[config.mk]
export PLATFORM = sky130hd
export DESIGN_NAME = burst_target
export DESIGN_NICKNAME = d
export VERILOG_FILES = /design/src/rtl/burst_pkg.sv /design/src/rtl/burst_ctrl.sv /design/src/rtl/burst_datapath.sv /design/src/rtl/burst_target.sv
export SDC_FILE = /design/constraint.sdc
export NUM_CORES = 1
export LEC_CHECK = 0
export BUFFER_PORTS_ARGS = -buffer_cell sky130_fd_sc_hd__clkbuf_2
export CELL_PAD_IN_SITES_DETAIL_PLACEMENT = 1
export CELL_PAD_IN_SITES_GLOBAL_PLACEMENT = 1
export CORE_MARGIN = 2
export CORE_UTILIZATION = 45
export DETAILED_ROUTE_END_ITERATION = 7
export GPL_TIMING_DRIVEN = 0
export PLACE_DENSITY_LB_ADDON = 0.1
export SLEW_MARGIN = 20
export SYNTH_ARGS = -nofsm -noshare
export SYNTH_HDL_FRONTEND = slang
export SYNTH_HIERARCHICAL = 1
export SYNTH_SLANG_ARGS = --single-unit
export TNS_END_PERCENT = 10
[constraint.sdc]
create_clock -name clk -period 4.15 [get_ports clk]
set_input_delay 0.415 -clock clk [delete_from_list [all_inputs] [get_ports clk]]
set_output_delay 0.415 -clock clk [all_outputs]
set_load 0.02 [all_outputs]
[src/rtl/burst_pkg.sv]
package burst_pkg;
  typedef enum logic [1:0] {
    ST_IDLE  = 2'd0,
    ST_WRITE = 2'd1,
    ST_READ  = 2'd2
  } burstState_e;

  typedef struct packed {
    logic loadCmd;
    logic stepAddr;
    logic writeWord;
  } dpStrobes_t;
endpackage

[src/rtl/burst_ctrl.sv]
module burst_ctrl
  import burst_pkg::*;
#(
  parameter int LEN_W = 4
) (
  input  logic             clk,
  input  logic             resetN,
  input  logic             cmdIsRead,
  input  logic [LEN_W-1:0] cmdLenM1,
  input  logic             cmdValid,
  output logic             cmdReady,
  input  logic             wrLast,
  input  logic             wrValid,
  output logic             wrReady,
  output logic             rdValid,
  output logic             rdLast,
  input  logic             rdReady,
  output logic             burstErr,
  output dpStrobes_t       strobes
);
  burstState_e      stateQ;
  logic [LEN_W-1:0] remainQ;
  logic             errQ;
  logic             cmdFire, wrFire, rdFire, countDone;

  always_comb begin
    cmdReady  = (stateQ == ST_IDLE);
    wrReady   = (stateQ == ST_WRITE);
    rdValid   = (stateQ == ST_READ);
    countDone = (remainQ == '0);
    rdLast    = rdValid && countDone;
    cmdFire   = cmdValid && cmdReady;
    wrFire    = wrValid && wrReady;
    rdFire    = rdValid && rdReady;
    strobes.loadCmd   = cmdFire;
    strobes.stepAddr  = wrFire || rdFire;
    strobes.writeWord = wrFire;
    burstErr  = errQ;
  end

  always_ff @(posedge clk or negedge resetN) begin
    if (!resetN) begin
      stateQ  <= ST_IDLE;
      remainQ <= '0;
      errQ    <= 1'b0;
    end else begin
      errQ <= wrFire && (wrLast != countDone);
      case (stateQ)
        ST_IDLE: if (cmdFire) begin
          remainQ <= cmdLenM1;
          stateQ  <= cmdIsRead ? ST_READ : ST_WRITE;
        end
        ST_WRITE: if (wrFire) begin
          if (wrLast || countDone) stateQ <= ST_IDLE;
          else remainQ <= remainQ - 1'b1;
        end
        ST_READ: if (rdFire) begin
          if (countDone) stateQ <= ST_IDLE;
          else remainQ <= remainQ - 1'b1;
        end
        default: stateQ <= ST_IDLE;
      endcase
    end
  end

  // no command can be taken while a burst channel is open
  a_r2_no_cmd_in_burst: assert property (@(posedge clk) disable iff (!resetN)
    cmdReady |-> !(wrReady || rdValid));

  // a stalled read element keeps its end marker
  a_r7_rd_last_hold: assert property (@(posedge clk) disable iff (!resetN)
    (rdValid && !rdReady) |=> (rdValid && $stable(rdLast)));

  // the read channel closes after the marked final element
  a_r5_rd_end: assert property (@(posedge clk) disable iff (!resetN)
    (rdValid && rdReady && rdLast) |=> !rdValid);

  // the write channel closes after an end-flagged element
  a_r8_wr_end: assert property (@(posedge clk) disable iff (!resetN)
    (wrValid && wrReady && wrLast) |=> !wrReady);

  // the mismatch flag lasts a single cycle
  a_r8_err_single: assert property (@(posedge clk) disable iff (!resetN)
    burstErr |=> !burstErr);
endmodule

[src/rtl/burst_datapath.sv]
module burst_datapath
  import burst_pkg::*;
#(
  parameter int ADDR_W = 4,
  parameter int DATA_W = 32
) (
  input  logic                  clk,
  input  logic                  resetN,
  input  dpStrobes_t            strobes,
  input  logic [ADDR_W-1:0]     cmdAddr,
  input  logic [DATA_W/8-1:0]   cmdByteSel,
  input  logic [DATA_W-1:0]     wrData,
  input  logic [DATA_W/8-1:0]   wrByteEn,
  output logic [DATA_W-1:0]     rdWord
);
  localparam int NBYTES = DATA_W / 8;
  localparam int DEPTH  = 1 << ADDR_W;

  logic [DATA_W-1:0] memQ [DEPTH];
  logic [ADDR_W-1:0] addrQ;
  logic [NBYTES-1:0] selQ;
  logic [DATA_W-1:0] curWord;

  always_ff @(posedge clk or negedge resetN) begin
    if (!resetN) begin
      addrQ <= '0;
      selQ  <= '0;
    end else if (strobes.loadCmd) begin
      addrQ <= cmdAddr;
      selQ  <= cmdByteSel;
    end else if (strobes.stepAddr) begin
      addrQ <= addrQ + 1'b1;
    end
  end

  always_ff @(posedge clk or negedge resetN) begin
    if (!resetN) begin
      for (int w = 0; w < DEPTH; w++) memQ[w] <= '0;
    end else if (strobes.writeWord) begin
      for (int b = 0; b < NBYTES; b++)
        if (wrByteEn[b]) memQ[addrQ][b*8 +: 8] <= wrData[b*8 +: 8];
    end
  end

  assign curWord = memQ[addrQ];

  for (genvar g = 0; g < NBYTES; g++) begin : g_lane
    assign rdWord[g*8 +: 8] = selQ[g] ? curWord[g*8 +: 8] : 8'h00;
  end

  // each moved element advances the word pointer by one, wrapping
  a_r4_addr_step: assert property (@(posedge clk) disable iff (!resetN)
    (strobes.stepAddr && !strobes.loadCmd) |=> (addrQ == $past(addrQ) + 1'b1));

  // with no strobe active the presented word cannot change
  a_r7_rd_data_hold: assert property (@(posedge clk) disable iff (!resetN)
    !(strobes.stepAddr || strobes.loadCmd || strobes.writeWord) |=> $stable(rdWord));
endmodule

[src/rtl/burst_target.sv]
module burst_target
  import burst_pkg::*;
#(
  parameter int ADDR_W = 4,
  parameter int DATA_W = 32,
  parameter int LEN_W  = 4
) (
  input  logic                clk,
  input  logic                resetN,
  input  logic                cmdIsRead,
  input  logic [ADDR_W-1:0]   cmdAddr,
  input  logic [LEN_W-1:0]    cmdLenM1,
  input  logic [DATA_W/8-1:0] cmdByteSel,
  input  logic                cmdValid,
  output logic                cmdReady,
  input  logic [DATA_W-1:0]   wrData,
  input  logic [DATA_W/8-1:0] wrByteEn,
  input  logic                wrLast,
  input  logic                wrValid,
  output logic                wrReady,
  output logic [DATA_W-1:0]   rdData,
  output logic                rdLast,
  output logic                rdValid,
  input  logic                rdReady,
  output logic                burstErr
);
  dpStrobes_t strobes;

  burst_ctrl #(.LEN_W(LEN_W)) u_ctrl (
    .clk(clk), .resetN(resetN), .cmdIsRead(cmdIsRead), .cmdLenM1(cmdLenM1),
    .cmdValid(cmdValid), .cmdReady(cmdReady), .wrLast(wrLast), .wrValid(wrValid),
    .wrReady(wrReady), .rdValid(rdValid), .rdLast(rdLast), .rdReady(rdReady),
    .burstErr(burstErr), .strobes(strobes)
  );

  burst_datapath #(.ADDR_W(ADDR_W), .DATA_W(DATA_W)) u_dp (
    .clk(clk), .resetN(resetN), .strobes(strobes), .cmdAddr(cmdAddr),
    .cmdByteSel(cmdByteSel), .wrData(wrData), .wrByteEn(wrByteEn), .rdWord(rdData)
  );
endmodule

## Word level (Yosys, flattened, before mapping)

Index checks and enable logic that the tools add are counted.

- $add $sub $neg: 2
- Multiplexer cells: 41
- $lt $le $gt $ge: 2
- Equal/unequal tests: 10
- Bitwise logic cells: 1
- Reduce and logical (&&, ||, !) cells: 14

Operators by type and width:

| kind | count |
|---|---|
| two-way mux 512 bit | 7 |
| bitwise mux 512 bit | 4 |
| demux 32 bit (select 4 bit) | 4 |
| binary-select mux 32 bit (select 4 bit) | 1 |
| two-way mux 32 bit | 3 |
| two-way mux 8 bit | 5 |
| two-way mux 4 bit | 7 |
| two-way mux 24 bit | 1 |
| two-way mux 16 bit | 1 |
| two-way mux 2 bit | 6 |
| case mux 4 bit (3 select lines) | 1 |
| != test 2 x 1 -> 1 bit, second input constant | 5 |
| logical AND 1 bit | 6 |
| case mux 2 bit (3 select lines) | 1 |
| AND reduction 6 bit | 1 |
| greater-or-equal comparator 5 bit, second input constant | 1 |
| less-than comparator 5 x 1 -> 1 bit, second input constant | 1 |
| NOT 4 -> 5 bit | 1 |
| AND reduction 5 bit | 1 |
| adder 4 x 1 -> 4 bit, second input constant | 1 |
| logical NOT 4 bit | 1 |
| != test 2 bit, second input constant | 2 |
| subtractor 4 x 1 -> 4 bit, second input constant | 1 |
| nonzero test 3 bit | 1 |
| 6 further kinds | 7 |

- Output and inout bits: 37
- Input bits: 55
- Bits in registers: 527
- Logic and storage cells: 91

## Depth between registers and ports, before layout

Gate-level depths: netlist (run 1).

- Word-level depth: 16
- Depth in mapped cells: 9
- Gate-level depth less buffers: 9

## By module

The synthesis (run 1) kept the hierarchy.

By module, submodules not included:

| module | instances | area each (um^2) | cells an instance |
|---|---|---|---|
| burst_datapath | 1 | 24400.9 | 1602 |
| burst_ctrl | 1 | 565.5 | 62 |

## Worst setup path after synthesis (run 1)

OpenSTA, ideal clock, no wires.

- Path kind: register -> register
- Start: reg u_ctrl.stateQ[1]
- End: reg u_dp/memQ[268] (netlist bit)
- Required time: 4.025 ns
- Stages on the path, launching flop included: 10
- Path slack: 1.852 ns
- Arrival: 2.173 ns
- Buffers on the path: 3
- Library setup time: 0.125 ns
- Cell sequence: dfrtp_1 > inv_1 > ha_1 > and2_1 > buf_4 > buf_4 > nand2_1 > buf_6 > nor2_4 > mux2_2

- Longest elaborated chain between the ends: 2

RTL lines:

| element | line | text |
|---|---|---|
| from (decl) | burst_ctrl.sv:21 | `burstState_e stateQ;` |
| from (signal assigned) | burst_ctrl.sv:51 | `stateQ <= cmdIsRead ? ST_READ : ST_WRITE;` |
| equality test 2 x 1 -> 1 bit | burst_ctrl.sv:28 | `wrReady = (stateQ == ST_WRITE);` |
| net wrReady | burst_target.sv:20 | `output logic wrReady,` |
| logical AND 1 bit | burst_ctrl.sv:33 | `wrFire = wrValid && wrReady;` |
| net u_ctrl.wrFire | burst_ctrl.sv:24 | `logic cmdFire, wrFire, rdFire, countDone;` |
| to (signal, indexed assignment) | burst_datapath.sv:41 | `if (wrByteEn[b]) memQ[addrQ][b*8 +: 8] <= wrData[b*8 +: 8];` |
| to (decl) | burst_datapath.sv:19 | `logic [DATA_W-1:0] memQ [DEPTH];` |

The timed path passes the listed nets, and every way through them passes these cells.
A chain may end at the register's enable or synchronous reset.

## Final worst setup path (run 1)

- Start: reg u_dp.addrQ[0]
- End: out rdData[23]

- Longest elaborated chain between the ends: 5

RTL lines:

| element | line | text |
|---|---|---|
| from (decl) | burst_datapath.sv:20 | `logic [ADDR_W-1:0] addrQ;` |
| from (signal assigned) | burst_datapath.sv:29 | `addrQ <= cmdAddr;` |
| from (signal assigned) | burst_datapath.sv:32 | `addrQ <= addrQ + 1'b1;` |
| NOT 4 -> 5 bit (implied by the code) | burst_datapath.sv:45 | `assign curWord = memQ[addrQ];` |
| binary-select mux 32 bit (select 4 bit) | burst_datapath.sv:45 |  |
| two-way mux 32 bit (implied by the code) (2 in a row) | burst_datapath.sv:45 |  |
| two-way mux 8 bit | burst_datapath.sv:48 | `assign rdWord[g*8 +: 8] = selQ[g] ? curWord[g*8 +: 8] : 8'h00;` |
| to (decl) | burst_target.sv:21 | `output logic [DATA_W-1:0] rdData,` |

No other way between the ends. The select of a mux whose other input is x is not followed.

==> out/results.tsv, run 1 <==
stage	metric	value	unit
outcome	status	complete, no violations	
floorplan	core area	55000	um^2
worst_setup_path	CP top delay family	buffers and inverters	
floorplan	die area	57400	um^2
logic_synthesis	FF+latch count, synth	527	
worst_setup_path	crit-path cells	buf_4, nor2_2, clkbuf_1, a221oi_1, o21ai_0, nand2_1, clkbuf_2	
drt	via count	15149	
grt	vias in the first global route	16543	
clocking	TritonCTS clock tree	done	
clocking	CTS sink count	527	
grt	initial antenna violation count	5	
drt	number of nets with antenna violations after routing	0	
finish	fin nets	1884	
worst_setup_path	WP depth	7	
worst_setup_path	CP Launch Type	flip-flop	
drt	via/cell ratio	5.81	
clocking	clock transition at the registers of the reported paths	60	ps
drt	per-cell routed wire length	29.6	um
clocking	setup repair bufs after CTS	0	
power	Max rail drop VDD	0.351	mV
logic_synthesis	Most used DFF post-synth	dfrtp_1	
sta	Max Fclk	0.273	GHz
sta	Slew Limit Fails	0	
logic_synthesis	Post-Syn Nets	1729	
clocking	clk buf depth	3	
worst_hold_path	HP Class	in2reg	
worst_setup_path	R2R setup slack	990	ps
logic_synthesis	Cell variety after synth	46	
run	max cap viols	0	
logic_synthesis	post-synthesis sequential area ratio	52.8	%
floorplan	Die H	240	um
placement	dpl ws	1050	ps
logic_synthesis	Yosys warning count	6	
sta	Fin Setup TNS	0	ps
drt	DRT Pass-1 Iters	5	
finish	area growth from synthesis to layout	13.8	%
floorplan	die width	240	um
clocking	CTS buffer count	57	
power	pwr dens	732	nW/um^2
sta	Final Cycle Share	88.2	%
finish	share of cells above drive strength 1	46.0	%
floorplan	num rows	86	
grt	pin count of the biggest net entering global routing	93	
worst_setup_path	Worst Path Required	3730	ps
grt	remaining global-route overflow	0	
sta	Hold Slack	32.0	ps
clocking	htree depth	2	
clocking	post-CTS resize count	0	
worst_setup_path	CP arrival	3250	ps
drt	Starting DRT DRC Count	891	
logic_synthesis	synth cell count leaders	527 x dfrtp_1, 474 x mux2_2, 129 x mux2i_1, 68 x mux4_2, 56 x a221oi_1	
logic_synthesis	leading area contributor after synthesis	dfrtp_1	
sta	RSZ-0062 raised after global routing	false	
placement	RePlAce Congestion	0.784	
sta	slew margin rel.	15.5	%
logic_synthesis	number of synthesized flops with an enable pin	0	
grt	Tot GR Track Use	27.8	%
worst_setup_path	Largest stage delay, worst path	910	ps
logic_synthesis	synth top area cells	dfrtp_1 53%, mux2_2 21%, mux4_2 6.1%, mux2i_1 5.2%, a221oi_1 2.0%	
sta	worst setup margin	489	ps
sta	Slew @ Worst Pin	1270	ps
worst_hold_path	Hold EP	u_ctrl/stateQ[1]	
logic_synthesis	Avg Synthesized Cell Area	15.0	um^2
worst_setup_path	CP max stage cell	clkbuf_1	
worst_setup_path	reg2reg end	u_dp/memQ[49]	
worst_setup_path	worst reg2reg path depth	6	
worst_setup_path	crit end category	output port	
worst_hold_path	hold_sp	cmdIsRead	
drt	DRC Markers	0	
sta	worst clock skew	17.8	ps
worst_setup_path	critical setup path kind	reg2out	
sta	minimum clock period	3660	ps
logic_synthesis	cell with the most instances after synthesis	dfrtp_1	
clocking	clock root cell	clkbuf_16	
floorplan	Initial Util	45.4	%
sta	count of final setup violators	0	
worst_hold_path	hold depth	3	
logic_synthesis	ys async rst share	100	%
placement	Detailed Place HPWL	48600	um
clocking	Clock Latency Late Sink	620	ps
grt	first-pass GRT wire length	114000	um
worst_setup_path	CP Buf/Inv Count	3	
drt	WL final	77200	um
worst_setup_path	Reg-to-Reg Start	u_dp/addrQ[0]	
clocking	hold_buf cts	3	
logic_synthesis	synthesized instance count	1664	
sta	Hold Violations, Final	0	
floorplan	top-level I/O count	92	
power	leak pwr	13.9	nW
placement	Port Buffers	87	
logic_synthesis	post-synthesis cell area	25000	um^2
worst_setup_path	maximum net fanout on the critical path	10	
logic_synthesis	share of the synthesized area in the top cell type	52.8	%
[logic make-up (layout without fill, tap and decap cells)]
| kind of cell | after synthesis | in the layout | share of synthesized area, % |
|---|---|---|---|
| AO/OA/AOI/OAI | 134 | 134 | 3.69 |
| XOR/XNOR | 3 | 3 | 0.105 |
| adder cells (fa/ha/maj) | 10 | 10 | 0.501 |
| buffers and inverters | 115 | 311 | 2.83 |
| flip-flops | 527 | 527 | 52.8 |
| multiplexers | 714 | 714 | 34.6 |
| other | 0 | 1 | 0 |
| AND/OR/NAND/NOR | 161 | 161 | 5.42 |
[worst min-delay path, stage by stage]
cell and delay, ps:
clkbuf_2 90, nand2_1 50, mux2i_1 60
[worst max-delay path by stage]
stage	start	endpoint	slack [ps]
floorplan	u_ctrl/stateQ[1]	u_dp/memQ[268]	1850
global placement	resetN	u_dp/memQ[1]	-9560
detailed placement	u_dp/addrQ[0]	u_dp/memQ[49]	1050
CTS	u_dp/addrQ[0]	rdData[3]	440
global route	u_dp/addrQ[0]	rdData[20]	400
finish	u_dp/addrQ[0]	rdData[23]	490
[power by group]
| group | internal, W | switching [W] | leakage (nW) |
|---|---|---|---|
| Combinational | 0.00335 | 0.00441 | 5.75 |
| Clock | 0.00299 | 0.00208 | 0.915 |
| Sequential | 0.00700 | 0.000962 | 7.20 |
[sequential cells by signal (all words and copies together) (netlist names)]
name,cells
u_dp/memQ,512
u_dp/selQ,4
u_ctrl/burstErr,1
u_dp/addrQ,4
u_ctrl/stateQ,2
u_ctrl/remainQ,4
[through the flow]
stage | instances | util (%) | instance area, um^2 | power [W]
6_report | 2609 | 51.7 | 28400 | 0.0208
3_5_place_dp | 2505 | 48.2 | 26500 | 0.0158
3_3_place_gp | 2499 | 47.9 | 26300 | 0.0155
2_1_floorplan | 1664 | - | 25000 | 0.0129
4_1_cts | 2608 | 51.7 | 28400 | 0.0209
5_1_grt | 2609 | 51.7 | 28400 | 0.0218
[layer usage]
metal,up-vias,GRT usage (%),part of all wire [%]
met5,-,0,0.032
met1,8140,38.0,44
met2,393,44.2,47
met3,143,5.46,5.6
li1,6469,-,-
met4,4,9.85,3.6
[placed cells by master (no fill, tap or decap), drive strengths merged, types with 2 or more instances in the layout]
master,netlist,final
o211ai,4,4
ha,10,10
nand4,3,3
and3,2,2
nand2b,7,7
clkinv,0,5
mux2i,129,129
o21ai,65,65
xnor2,2,2
buf,52,58
dfrtp,527,527
a221oi,56,56
bufinv,0,2
a21oi,5,5
nand2,58,58
clkbuf,52,231
mux2,517,517
and2,6,6
inv,11,12
nand3,23,23
and2b,2,2
dlygate4sd3,0,3
nor2,52,52
mux4,68,68
nor2b,3,3
[final cells by class]
cell class,count,area [um^2]
Antenna cell,1,2.50
Buffer,104,672
Clock buffer,92,1760
Clock inverter,8,93.8
Fill cell,5371,26600
Inverter,11,41.3
Multi-Input combinational cell,1022,11100
Sequential cell,527,13200
Tap cell,748,936
Timing Repair Buffer,96,639
Power figures use the tool's default switching activity.
==> run 2: changes to the inputs <==
- ABC_AREA: default -> 1
- CAP_MARGIN: default -> 10
==> run 2 against run 1 <==
  * Design area rose by 3.9%
  * Hold slack improved by 13 ps
  * Register-to-register slack got worse by 840 ps
  * Clock-buffer cell count fell by 2
  * Fmax fell by 9.9%
  * Final cell count rose by 76%
  * Die area rose by 4.7%
  * First-iteration DRC count rose by 84%
  * Critical path depth rose by 5
==> out/results.tsv, run 2 <==
stage	metric	value	unit	change
outcome	status	complete, no violations		unchanged
logic_synthesis	synth cell count leaders	1,424 x nand2_1, 572 x inv_1, 527 x dfrtp_1, 518 x o21ai_0, 260 x nand3_1		was 527 x dfrtp_1, 474 x mux2_2, 129 x mux2i_1, 68 x mux4_2, 56 x a221oi_1
clocking	Clock Latency Late Sink	630	ps	was 620 ps
worst_setup_path	CP arrival	3650	ps	was 3250 ps
placement	Detailed Place HPWL	72300	um	was 48,600 um
floorplan	die width	245	um	was 240 um
drt	DRT Pass-1 Iters	5		unchanged
clocking	clock root cell	clkbuf_16		unchanged
grt	Tot GR Track Use	32.1	%	was 27.8%
sta	Hold Violations, Final	0		unchanged
drt	via/cell ratio	5.27		was 5.81
finish	most common cell after layout, fill and taps aside	nand2_1		was dfrtp_1
floorplan	die area	60100	um^2	was 57,400 um^2
worst_setup_path	R2R setup slack	150	ps	was 990 ps
grt	pin count of the biggest net entering global routing	90		was 93
sta	worst clock skew	10.6	ps	was 17.8 ps
logic_synthesis	share of the synthesized area in the top cell type	50.4	%	was 52.8%
logic_synthesis	Avg Synthesized Cell Area	7.15	um^2	was 15.0 um^2
finish	fill cell count	7492		was 5,371
placement	RePlAce Congestion	0.964		was 0.784
logic_synthesis	leading area contributor after synthesis	dfrtp_1		unchanged
drt	WL final	94600	um	was 77,200 um
power	Design Power	0.0220	W	was 0.0208 W
logic_synthesis	Cell variety after synth	25		was 46
worst_setup_path	crit end category	output port		unchanged
worst_setup_path	Largest stage delay, worst path	420	ps	was 910 ps
worst_setup_path	crit-path cells	buf_2, clkinv_1, clkbuf_1, buf_1, nand2_1, nand3_1, nand2_1, nand2_1, nand2_1, nor2_1, nor2_1, clkbuf_2		was buf_4, nor2_2, clkbuf_1, a221oi_1, o21ai_0, nand2_1, clkbuf_2
clocking	CTS buffer count	59		was 57
drt	number of nets with antenna violations after routing	0		unchanged
worst_setup_path	Worst Path Required	3730	ps	about the same
sta	slew margin rel.	29.6	%	was 15.5%
sta	minimum clock period	4060	ps	was 3660 ps
logic_synthesis	Most used DFF post-synth	dfrtp_1		unchanged
sta	count of final setup violators	0		unchanged
clocking	clock transition at the registers of the reported paths	60	ps	about the same
logic_synthesis	post-synthesis cell area	26200	um^2	was 25,000 um^2
drt	Starting DRT DRC Count	1637		was 891
floorplan	Initial Util	45.4	%	about the same
worst_setup_path	critical path's most frequent cell	nand2_1		
worst_setup_path	CP max stage cell	buf_1		was clkbuf_1
finish	flip-flop count of the largest register after layout	512		unchanged
finish	most frequent cells in the layout	1,424 x nand2_1, 572 x inv_1, 527 x dfrtp_1, 518 x o21ai_0, 260 x nand3_1		was 527 x dfrtp_1, 474 x mux2_2, 129 x mux2i_1, 91 x clkbuf_2, 68 x mux4_2
logic_synthesis	post-synthesis sequential area ratio	50.4	%	was 52.8%
logic_synthesis	Yosys warning count	6		unchanged
finish	share of cells above drive strength 1	5.90	%	was 46.0%
power	leak pwr	14.9	nW	was 13.9 nW
sta	Slew @ Worst Pin	1060	ps	was 1270 ps
finish	area growth from synthesis to layout	12.8	%	was 13.8%
clocking	clk buf depth	3		unchanged
placement	Port Buffers	59		was 87
run	max cap viols	0		unchanged
floorplan	core area	57600	um^2	was 55,000 um^2
finish	Multi-input gate area	9990	um^2	was 11,100 um^2
sta	Hold Slack	44.9	ps	was 32.0 ps
worst_hold_path	HP Class	in2reg		unchanged
drt	DRC Markers	0		unchanged
logic_synthesis	Post-Syn Nets	3724		was 1,729
power	Switching Share	43.8	%	was 35.8%
power	P_int	0.0123	W	was 0.0133 W
power	Comb pwr share	42.9	%	was 37.3%
power	Reg power frac	34.1	%	was 38.3%
logic_synthesis	ys async rst share	100	%	unchanged
power	Max rail drop VDD	0.404	mV	was 0.351 mV
finish	Biggest register	u_dp/memQ		unchanged
drt	per-cell routed wire length	20.6	um	was 29.6 um
logic_synthesis	cell with the most instances after synthesis	nand2_1		was dfrtp_1
floorplan	Die H	245	um	was 240 um
finish	Storage cell area	13200	um^2	unchanged
floorplan	num rows	88		was 86
logic_synthesis	number of synthesized flops with an enable pin	0		unchanged
power	pwr dens	744	nW/um^2	was 732 nW/um^2
grt	remaining global-route overflow	0		unchanged
worst_setup_path	critical setup path kind	reg2out		unchanged
placement	dpl cell area	27600	um^2	was 26,500 um^2
sta	Slew Limit Fails	0		unchanged
sta	Max Fclk	0.246	GHz	was 0.273 GHz
clocking	CTS sink count	527		unchanged
logic_synthesis	synth top area cells	dfrtp_1 50%, nand2_1 20%, o21ai_0 9.9%, inv_1 8.2%, nand3_1 5.0%		was dfrtp_1 53%, mux2_2 21%, mux4_2 6.1%, mux2i_1 5.2%, a221oi_1 2.0%
grt	first-pass GRT wire length	147000	um	was 114,000 um
clocking	htree depth	2		unchanged
sta	Final Cycle Share	97.9	%	was 88.2%
logic_synthesis	FF+latch count, synth	527		unchanged
grt	vias in the first global route	25614		was 16,543
drt	via count	24228		was 15,149
grt	initial antenna violation count	1		was 5
logic_synthesis	synthesized instance count	3659		was 1,664
clocking	TritonCTS clock tree	done		unchanged
floorplan	top-level I/O count	92		unchanged
finish	Final Cell Area	29500	um^2	was 28,400 um^2
power	sw power	0.00962	W	was 0.00744 W
power	Clk network pwr share	22.9	%	was 24.4%
worst_setup_path	CP Launch Type	flip-flop		unchanged
worst_setup_path	maximum net fanout on the critical path	10		unchanged
finish	fin nets	3855		was 1,884
## run 2: power groups by stage
stage	Clock, W	Sequential [W]	Combinational (W)
6_report	0.00504	0.00750	0.00943
5_1_grt	0.00535	0.00767	0.0105
4_1_cts	0.00515	0.00749	0.00935
3_5_place_dp	0	0.00757	0.00922
3_3_place_gp	0	0.00751	0.00881
2_1_floorplan	0	0.00736	0.00581
## run 2: per-stage QoR
step | setup TNS [ps] | util [%] | setup slack [ps] | instances
global placement | -4986830 | 47.6 | -9560 | 4483
CTS | 0 | 51.2 | 17.5 | 4596
floorplan | 0 | - | 2010 | 3659
detailed placement | 0 | 48.0 | 268 | 4490
global route | -0.130 | 51.3 | -0.130 | 4597
finish | 0 | 51.3 | 88.0 | 4597
## run 2: kinds of logic after synthesis
family	synth area share (%)
xor+xnor	0.0335
flops	50.4
compound gates	10.2
simple gates	27.5
fa+ha+maj	0.478
buf+inv	11.4
## run 2: final cells by class
class                   count  share of cell area [%]
flip-flops and latches    527                    44.7
multi-input cells        2351                    33.9
inverters                 582                    7.40
clock buffers              90                    6.05
well taps                 765                    3.24
plain buffers             199                    2.75
repair buffers             70                    1.82
clock inverters            12                   0.203
diodes                      1                 0.00848
## run 2: worst max-delay path: cells and delay by family (launching register included)
kind                   cells  cell delay [ps]
and+or+nand+nor            7             1010
buffers and inverters      5             1610
DFF                        1              370
## run 2: final timing paths
path,start,to,depth (start not counted)
setup / recovery,u_dp/addrQ[0],rdData[17],12
hold / removal,cmdAddr[1],u_dp/addrQ[1],3
setup reg to reg,u_dp/addrQ[1],u_dp/memQ[83],10
min in group asynchronous,resetN,u_dp/memQ[376],2
hold reg to reg,u_dp/memQ[424],u_dp/memQ[424],2
max in group asynchronous,resetN,u_dp/memQ[11],5
## run 2: timing repair
action / in CTS / in global routing
hold buffers: 4 / 0
buffers inserted: 0 / 0
resized for setup: 2 / 22
setup endpoints to repair: 5 / 10
endpoints found under the hold margin: 66 / 0
## run 2: metal layers
layer / up-vias / track usage [%] / part of all wire, %
li1: 11366 / - / -
met5: - / 0 / 0.081
met4: 2 / 13.9 / 4.7
met1: 12047 / 41.5 / 43
met3: 198 / 4.35 / 4.9
met2: 615 / 53.8 / 47
==> run 3: changes to the inputs <==
- PLACE_DENSITY: default -> 0.79
- PLACE_DENSITY_LB_ADDON: 0.1 -> default
==> run 3 against run 2 <==
  * The run now ends with negative setup slack left
  * Power up 0.56%
  * Critical path depth unchanged
  * Via count down 1.4%
  * Combinational power down 1%
  * Core utilization up 0.23 points
  * Flip-flop and latch count unchanged
  * Clock-buffer cell count down 1
  * Register-to-register slack better by 40 ps
  * Global-route usage down 0.79 points
  * Design area up 0.44%
  * Critical endpoint is now rdData[15]
  * Highest routed layer is now met4
==> out/results.tsv, run 3 (synthesized netlist as in run 2, its figures left out) <==
stage	metric	value	unit	change
worst_setup_path	crit end category	output port		unchanged
sta	Slew @ Worst Pin	1030	ps	was 1060 ps
floorplan	Initial Util	45.4	%	unchanged
grt	first-pass GRT wire length	144000	um	was 147,000 um
worst_setup_path	critical setup path kind	reg2out		unchanged
worst_setup_path	CP Launch Type	flip-flop		unchanged
grt	vias in the first global route	24879		was 25,614
run	max cap viols	0		unchanged
finish	flip-flop count of the largest register after layout	512		unchanged
drt	per-cell routed wire length	20.0	um	was 20.6 um
drt	DRT Pass-1 Iters	8		was 5
sta	Fin Setup TNS	-102	ps	was 0 ps
sta	Hold Violations, Final	0		unchanged
power	leak pwr	14.9	nW	about the same
worst_setup_path	worst reg2reg path depth	10		unchanged
clocking	CTS sink count	527		unchanged
drt	via/cell ratio	5.18		was 5.27
clocking	CTS buffer count	60		was 59
sta	RSZ-0062 raised after global routing	true		
sta	count of final setup violators	3		was 0
finish	most common cell after layout, fill and taps aside	nand2_1		unchanged
finish	fin nets	3861		was 3,855
clocking	htree depth	2		unchanged
floorplan	top-level I/O count	92		unchanged
power	pwr dens	745	nW/um^2	was 744 nW/um^2
clocking	Clock Latency Late Sink	640	ps	was 630 ps
placement	dpl ws	296	ps	was 268 ps
placement	Port Buffers	59		unchanged
placement	Detailed Place HPWL	69700	um	was 72,300 um
grt	pin count of the biggest net entering global routing	87		was 90
worst_setup_path	CP arrival	3810	ps	was 3650 ps
sta	worst setup margin	-73.9	ps	was 88.0 ps
floorplan	core area	57600	um^2	unchanged
finish	most frequent cells in the layout	1,424 x nand2_1, 572 x inv_1, 527 x dfrtp_1, 518 x o21ai_0, 260 x nand3_1		unchanged
worst_setup_path	R2R setup slack	190	ps	was 150 ps
clocking	setup repair bufs after CTS	0		unchanged
worst_hold_path	hold depth	3		unchanged
outcome	status	finished, violations left		was complete, no violations
worst_setup_path	Worst Path Required	3730	ps	about the same
clocking	TritonCTS clock tree	done		unchanged
clocking	clock transition at the registers of the reported paths	60	ps	about the same
drt	number of nets with antenna violations after routing	0		unchanged
drt	Starting DRT DRC Count	1772		was 1,637
finish	Biggest register	u_dp/memQ		unchanged
sta	Final Cycle Share	102	%	was 97.9%
sta	minimum clock period	4220	ps	was 4060 ps
outcome	failing checks	negative setup slack		
grt	Tot GR Track Use	31.3	%	was 32.1%
sta	slew margin rel.	31.7	%	was 29.6%
drt	WL final	92200	um	was 94,600 um
clocking	clock root cell	clkbuf_16		unchanged
floorplan	num rows	88		unchanged
worst_hold_path	HP Class	in2reg		unchanged
finish	Non-Filler Instances	4608		was 4,597
clocking	clk buf depth	3		unchanged
drt	via count	23887		was 24,228
sta	Max Fclk	0.237	GHz	was 0.246 GHz
grt	initial antenna violation count	1		unchanged
finish	fill cell count	7493		was 7,492
floorplan	die area	60100	um^2	unchanged
finish	share of cells above drive strength 1	5.86	%	was 5.90%
sta	Slew Limit Fails	0		unchanged
sta	worst clock skew	15.3	ps	was 10.6 ps
drt	DRC Markers	0		unchanged
placement	placed cells	4491		was 4,490
power	Max rail drop VDD	0.385	mV	was 0.404 mV
worst_setup_path	maximum net fanout on the critical path	10		unchanged
placement	RePlAce Congestion	0.865		was 0.964
finish	area growth from synthesis to layout	13.3	%	was 12.8%
floorplan	die width	245	um	unchanged
floorplan	Die H	245	um	unchanged
grt	remaining global-route overflow	0		unchanged
-- run 3: cell count changes in the layout (fill, tap and decap cells not counted), sizes merged --
cell / before / now
clkinvlp: 0 / 3
bufinv: 0 / 3
dlygate4sd3: 4 / 8
clkinv: 17 / 18
-- run 3: stage by stage --
stage          hold slack [ps]  power [W]  util, %  instance area (um^2)
6_report                  55.8     0.0221     51.5                 29700
5_1_grt                   61.6     0.0236     51.5                 29700
4_1_cts                   22.4     0.0221     51.5                 29600
3_5_place_dp               358     0.0167     48.0                 27600
3_3_place_gp               465     0.0163     47.6                 27400
2_1_floorplan              119     0.0132        -                 26200
-- run 3: repair_timing --
action,CTS,global route
hold endpoints to repair,43,0
gates resized for setup,1,7
endpoints found under the setup margin,6,6
hold buffers,8,0
-- run 3: critical path, cell delays in order, from the launching register on --
cell,delay (ps)
dfrtp_1,430
buf_2,240
clkinv_1,140
clkbuf_1,540
clkbuf_1,790
nand2_1,110
nand3_1,110
nand2_1,70
nand2_1,130
nand2_1,70
nor2_1,300
nor2_1,70
clkbuf_2,160
-- run 3: worst paths after layout --
check,start,to
min in group asynchronous,resetN,u_dp/memQ[312]
min reg2reg,u_dp/memQ[106],u_dp/memQ[106]
max reg2reg,u_dp/addrQ[0],u_dp/memQ[99]
max in group asynchronous,resetN,u_dp/memQ[101]
min,cmdAddr[3],u_dp/addrQ[3]
max,u_dp/addrQ[0],rdData[15]
-- run 3: per-layer routing --
metal	vias up	routed length, um	GRT usage, %
met4	0	3380	11.6
met2	573	43400	52.0
li1	11395	-	-
met5	-	0	0
met1	11762	41100	42.2
met3	157	4230	3.37
-- run 3: power by group --
group | internal, W | switching (W)
Combinational | 0.00261 | 0.00671
Sequential | 0.00682 | 0.000673
Clock | 0.00308 | 0.00220
-- run 3: cell type report --
cell class / count / area [um^2] / share of cell area (%)
multi-input combinational: 2351 / 9990 / 33.7
timing repair buffer: 75 / 592 / 2.00
antenna: 1 / 2.50 / 0.00844
clock inverter: 19 / 178 / 0.599
clock buffer: 89 / 1750 / 5.91
sequential: 527 / 13200 / 44.5
buffer: 199 / 806 / 2.72
inverter: 582 / 2180 / 7.37
tap: 765 / 957 / 3.23
